### src/rtl/ctt_pkg.sv
package ctt_pkg;
    localparam int unsigned DATA_W = 32;
    localparam int unsigned IDX_W  = 8;
    localparam int unsigned PRE_W  = 7;

    localparam logic [IDX_W-1:0] IDX_MODE = 8'hC8;
    localparam logic [IDX_W-1:0] IDX_INIT = 8'hE0;
    localparam logic [IDX_W-1:0] IDX_CUR  = 8'hE4;
    localparam logic [IDX_W-1:0] IDX_DIV  = 8'hF8;

    localparam int unsigned BIT_MASK     = 16;
    localparam int unsigned BIT_PERIODIC = 17;

    typedef struct packed {
        logic       periodic;
        logic       masked;
        logic [7:0] vector;
    } mode_t;

    localparam mode_t MODE_RST = '{periodic: 1'b0, masked: 1'b1, vector: 8'h00};

    // divide code {b3,b1,b0} -> log2 of the divide ratio
    function automatic logic [2:0] div_shift(input logic [2:0] code);
        return code + 3'd1;
    endfunction

    function automatic logic [DATA_W-1:0] mode_to_word(input mode_t m);
        logic [DATA_W-1:0] w;
        w = '0;
        w[7:0]          = m.vector;
        w[BIT_MASK]     = m.masked;
        w[BIT_PERIODIC] = m.periodic;
        return w;
    endfunction
endpackage

### src/rtl/ctt_prescaler.sv
module ctt_prescaler
    import ctt_pkg::*;
#(
    parameter int unsigned W = PRE_W
) (
    input  logic         clk,
    input  logic         rst,
    input  logic [2:0]   shift,
    output logic         tick
);
    logic [W-1:0] cnt_q;
    logic [W-1:0] sel;

    always_ff @(posedge clk) begin
        if (rst) cnt_q <= '0;
        else     cnt_q <= cnt_q + 1'b1;
    end

    assign sel  = ~({W{1'b1}} << shift);
    assign tick = (cnt_q & sel) == sel;


    tick_spacing_chk: assert property (@(posedge clk) disable iff (rst)
        (tick && shift != 3'd0) |=> (!tick || shift != $past(shift)));
endmodule

### src/rtl/ctt_countdown.sv
module ctt_countdown
    import ctt_pkg::*;
#(
    parameter int unsigned W = DATA_W
) (
    input  logic         clk,
    input  logic         rst,
    input  logic         load,
    input  logic [W-1:0] load_val,
    input  logic [W-1:0] reload_val,
    input  logic         tick,
    input  mode_t        mode,
    output logic [W-1:0] cur,
    output logic         irq_pulse,
    output logic [7:0]   irq_vector
);
    logic running_q;
    logic expire;

    assign expire = running_q && tick && !load && (cur == W'(1));

    always_ff @(posedge clk) begin
        if (rst) begin
            cur        <= '0;
            running_q  <= 1'b0;
            irq_pulse  <= 1'b0;
            irq_vector <= '0;
        end else begin
            irq_pulse <= expire && !mode.masked;
            if (expire) irq_vector <= mode.vector;
            if (load) begin
                cur       <= load_val;
                running_q <= (load_val != '0);
            end else if (expire) begin
                if (mode.periodic) begin
                    cur <= reload_val;
                end else begin
                    cur       <= '0;
                    running_q <= 1'b0;
                end
            end else if (running_q && tick) begin
                cur <= cur - 1'b1;
            end
        end
    end


    load_value_chk: assert property (@(posedge clk) disable iff (rst)
        load |=> cur == $past(load_val));

    stopped_hold_chk: assert property (@(posedge clk) disable iff (rst)
        (!running_q && !load) |=> $stable(cur));

    step_one_chk: assert property (@(posedge clk) disable iff (rst)
        (running_q && tick && !load && cur > W'(1)) |=> cur == $past(cur) - 1'b1);

    masked_quiet_chk: assert property (@(posedge clk) disable iff (rst)
        irq_pulse |-> !$past(mode.masked));

    oneshot_park_chk: assert property (@(posedge clk) disable iff (rst)
        (irq_pulse && !$past(mode.periodic) && !$past(load)) |-> (cur == '0 && !running_q));
endmodule

### src/rtl/core_tick_timer.sv
module core_tick_timer
    import ctt_pkg::*;
(
    input  logic                clk,
    input  logic                rst,
    input  logic                bus_we,
    input  logic [IDX_W-1:0]    bus_idx,
    input  logic [DATA_W-1:0]   bus_wdata,
    output logic [DATA_W-1:0]   bus_rdata,
    output logic                irq_pulse,
    output logic [7:0]          irq_vector
);
    mode_t             mode_q;
    logic [2:0]        div_q;
    logic [DATA_W-1:0] init_q;
    logic [DATA_W-1:0] cur;
    logic              tick;
    logic              load;

    assign load = bus_we && (bus_idx == IDX_INIT);

    always_ff @(posedge clk) begin
        if (rst) begin
            mode_q <= MODE_RST;
            div_q  <= '0;
            init_q <= '0;
        end else if (bus_we) begin
            unique case (bus_idx)
                IDX_MODE: begin
                    mode_q.vector   <= bus_wdata[7:0];
                    mode_q.masked   <= bus_wdata[BIT_MASK];
                    mode_q.periodic <= bus_wdata[BIT_PERIODIC];
                end
                IDX_INIT: init_q <= bus_wdata;
                IDX_DIV:  div_q  <= {bus_wdata[3], bus_wdata[1], bus_wdata[0]};
                default: ;
            endcase
        end
    end

    always_comb begin
        unique case (bus_idx)
            IDX_MODE: bus_rdata = mode_to_word(mode_q);
            IDX_INIT: bus_rdata = init_q;
            IDX_CUR:  bus_rdata = cur;
            IDX_DIV:  bus_rdata = {28'd0, div_q[2], 1'b0, div_q[1:0]};
            default:  bus_rdata = '0;
        endcase
    end

    ctt_prescaler #(.W(PRE_W)) u_pre (
        .clk   (clk),
        .rst   (rst),
        .shift (div_shift(div_q)),
        .tick  (tick)
    );

    ctt_countdown #(.W(DATA_W)) u_cnt (
        .clk        (clk),
        .rst        (rst),
        .load       (load),
        .load_val   (bus_wdata),
        .reload_val (init_q),
        .tick       (tick),
        .mode       (mode_q),
        .cur        (cur),
        .irq_pulse  (irq_pulse),
        .irq_vector (irq_vector)
    );


    pulse_single_chk: assert property (@(posedge clk) disable iff (rst)
        (irq_pulse && !mode_q.periodic) |=> !irq_pulse);
endmodule

### config.mk
export PLATFORM = sky130hd
export DESIGN_NAME = core_tick_timer
export DESIGN_NICKNAME = d
export VERILOG_FILES = /design/src/rtl/ctt_pkg.sv /design/src/rtl/ctt_prescaler.sv /design/src/rtl/ctt_countdown.sv /design/src/rtl/core_tick_timer.sv
export SDC_FILE = /design/constraint.sdc
export NUM_CORES = 1
export LEC_CHECK = 0
export BUFFER_PORTS_ARGS = -buffer_cell sky130_fd_sc_hd__clkbuf_2
export CAP_MARGIN = 20
export CORE_MARGIN = 2
export CORE_UTILIZATION = 44
export CTS_BUF_LIST = sky130_fd_sc_hd__clkbuf_8
export DETAILED_ROUTE_END_ITERATION = 7
export GPL_TIMING_DRIVEN = 0
export SYNTH_ARGS = -nofsm -noshare
export SYNTH_HDL_FRONTEND = slang
export SYNTH_HIERARCHICAL = 1
export SYNTH_SLANG_ARGS = --single-unit
### constraint.sdc
create_clock -name clk -period 6 [get_ports clk]
set_clock_uncertainty 0.05 [all_clocks]
set_input_delay 1.2 -clock clk [delete_from_list [all_inputs] [get_ports clk]]
set_output_delay 1.2 -clock clk [all_outputs]
set_load 0.02 [all_outputs]
==> qor.csv <==
metric,value,unit
syn_nets,678,
ANT cells,0,
outcome,finished clean,
sequential share of the synthesized area,32.6,%
Clock Tree Root,clkbuf_8,
Slew @ Worst Pin,753,ps
Total Die Area,0.0141,mm2
Tmin final,4110,ps
initial core utilization,45.4,%
Comb pwr share,8.6,%
Relative slew margins,49.4,%
H-Tree Level Count,3,
Placement Rows,41,
HP Class,reg2reg,
total design power,1.13,mW
CTS Buf Count,9,
Critical Path End Type,output port,
Die X,119,um
Clock transition at path regs,80,ps
Peak Freq,243,MHz
total I/O pin count,84,
Synth area leader,dfxtp_1,
Tot GR Track Use,27.6,%
vias in the first global route,5300,
most frequent cell after synthesis,dfxtp_1,
crit path max fanout,10,
DRT Pass-1 Iters,5,
fin cells,900,
P_sw,0.308,mW
DRT iter0 DRCs,527,
unrepaired setup endpoints after global routing,false,
Post-synth top cells,"dfxtp_1, nand2b_1, mux2i_1",
"EDFF count, synth",0,
MaxCap Viol Count,0,
Mapped Cells,631,
count of nets after finishing,770,
Clk pwr share,35.9,%
async set-or-reset flop fraction in the synthesized netlist,0,%
slack of the critical path,1890,ps
CTS sink cnt,94,
DRC,0,
final setup fails,0,
Area contributors post-synth,"dfxtp_1, mux2i_1, nand2b_1",
Port Buffer Count,81,
core outline area,0.0127,mm2
worst hold slack,444,ps
Pint,0.824,mW
crit path DAT,2860,ps
post-detail-place hpwl,14300,um
post-route cell area,0.00658,mm2
Setup crit start kind,primary input,
via count,5479,
synthesized area,0.00578,mm2
setup_tns,0,ps
CTS tree,built,
pre-CTS setup slack,1660,ps
gr ovfl total,0,
share of the synthesized area in the top cell type,32.6,%
first-pass GRT wire length,30000,um
Resized cells post-CTS,0,
dpl cells,884,
Sw Share,27.2,%
hold path start,u_pre/cnt_q[0],
Power Density,172,mW/mm2
Syn. warnings,6,
Seq cells post-synth,94,
VDD IR-drop max,95.7,uV
"Clk Latency, worst-skew pair",390,ps
initial antenna violation count,0,
clk buf depth,2,
crit path launch,bus_idx[4],
Hold Fails Final Rpt,0,
synthesized area per cell,9.15,um2
post-DR vias/cell,6.09,
area grow syn2layout,13.8,%
# hold bufs at CTS,0,
Layout Utilization,51.7,%
ys flop type,dfxtp_1,
layout cells sized above 1,21.8,%
Lkg Pwr,2.69,nW
CP required,4750,ps
Setup CP Type,in2out,
Routed Antenna Nets,0,
final RePlAce weighted congestion,0.918,
Cell variety after synth,74,
Routed WL,19500,um
Max Transition Viols Final,0,
wire per inst,21.7,um
fin crit share,68.6,%
largest net degree at the start of global routing,16,
sequential share of power,55.6,%
die height,119,um
post-placement cell area,0.00640,mm2
Worst R2R Start,div_q[1],
postcts setup bufs,0,
## registers in the layout, indices dropped and copies added, names as in the netlist
signal            count
mode_q               10
u_cnt/irq_vector      8
u_pre/cnt_q           7
u_cnt/running_q       1
u_cnt/irq_pulse       1
div_q                 3
init_q               32
u_cnt/cur            32
## routing by layer
| layer | share of wire [%] | vias up | GRT usage [%] | routed length, um |
|---|---|---|---|---|
| li1 | - | 2554 | - | - |
| met1 | 45 | 2649 | 38.6 | 8730 |
| met2 | 45 | 248 | 41.8 | 8780 |
| met3 | 7.6 | 28 | 5.79 | 1480 |
| met4 | 2.8 | 0 | 10.0 | 540 |
| met5 | 0 | - | 0 | 0 |
## cell usage in the layout (no fill, tap or decap), types with 6 or more instances in the layout
cell and n:
nand2b_1 77, dfxtp_1 94, mux2i_1 54, nand4_1 12
clkbuf_1 27, clkbuf_8 11, buf_6 6, a21oi_1 11
inv_1 8, o32ai_1 8, nor4_1 21, clkbuf_2 81
a22oi_1 32, buf_2 7, a22o_1 22, a221o_1 17
nor2_1 43, mux2_2 7, xor2_1 18, o22ai_1 9
nor3_1 14, nand3_1 16, nand2_1 24, xnor2_1 8
## worst max-delay path, cell delays in order
cell and delay, ps:
buf_2 170, nor2_1 320, and3_1 200, buf_2 310, buf_4 270, a22o_1 200, clkbuf_2 190
## cells by family after synthesis
| logic type | share of synthesized area, % |
|---|---|
| adders and majority gates | 0.866 |
| and+or+nand+nor | 27.6 |
| muxes | 10.7 |
| DFF | 32.6 |
| xor gates and xnor gates | 3.94 |
| AOI/OAI and AO/OA | 18.0 |
| buffers and inverters | 6.22 |
## power by group through the flow
stage	combinational (mW)	clock (mW)	sequential, mW
finish	0.0969	0.406	0.629
floorplan	0.0506	0	0.643
CTS	0.0950	0.414	0.629
global placement	0.0938	0	0.644
detailed placement	0.0945	0	0.644
global route	0.104	0.442	0.630
## cell type report
cell class / count / area (um2)
Clock buffer: 10 / 138
Inverter: 7 / 26.3
Buffer: 50 / 333
Fill cell: 1284 / 6150
Sequential cell: 94 / 1880
Multi-Input combinational cell: 480 / 3540
Tap cell: 172 / 215
Timing Repair Buffer: 81 / 405
Clock inverter: 6 / 40.0
## final timing paths
kind	endpoint	slack (ps)	cells past startpoint
worst min register to register	u_pre/cnt_q[0]	440	1
worst max-delay path	bus_rdata[15]	1890	7
worst min-delay path	u_pre/cnt_q[0]	440	1
worst max register to register	u_cnt/irq_pulse	2650	10
Power figures use the tool's default switching activity.
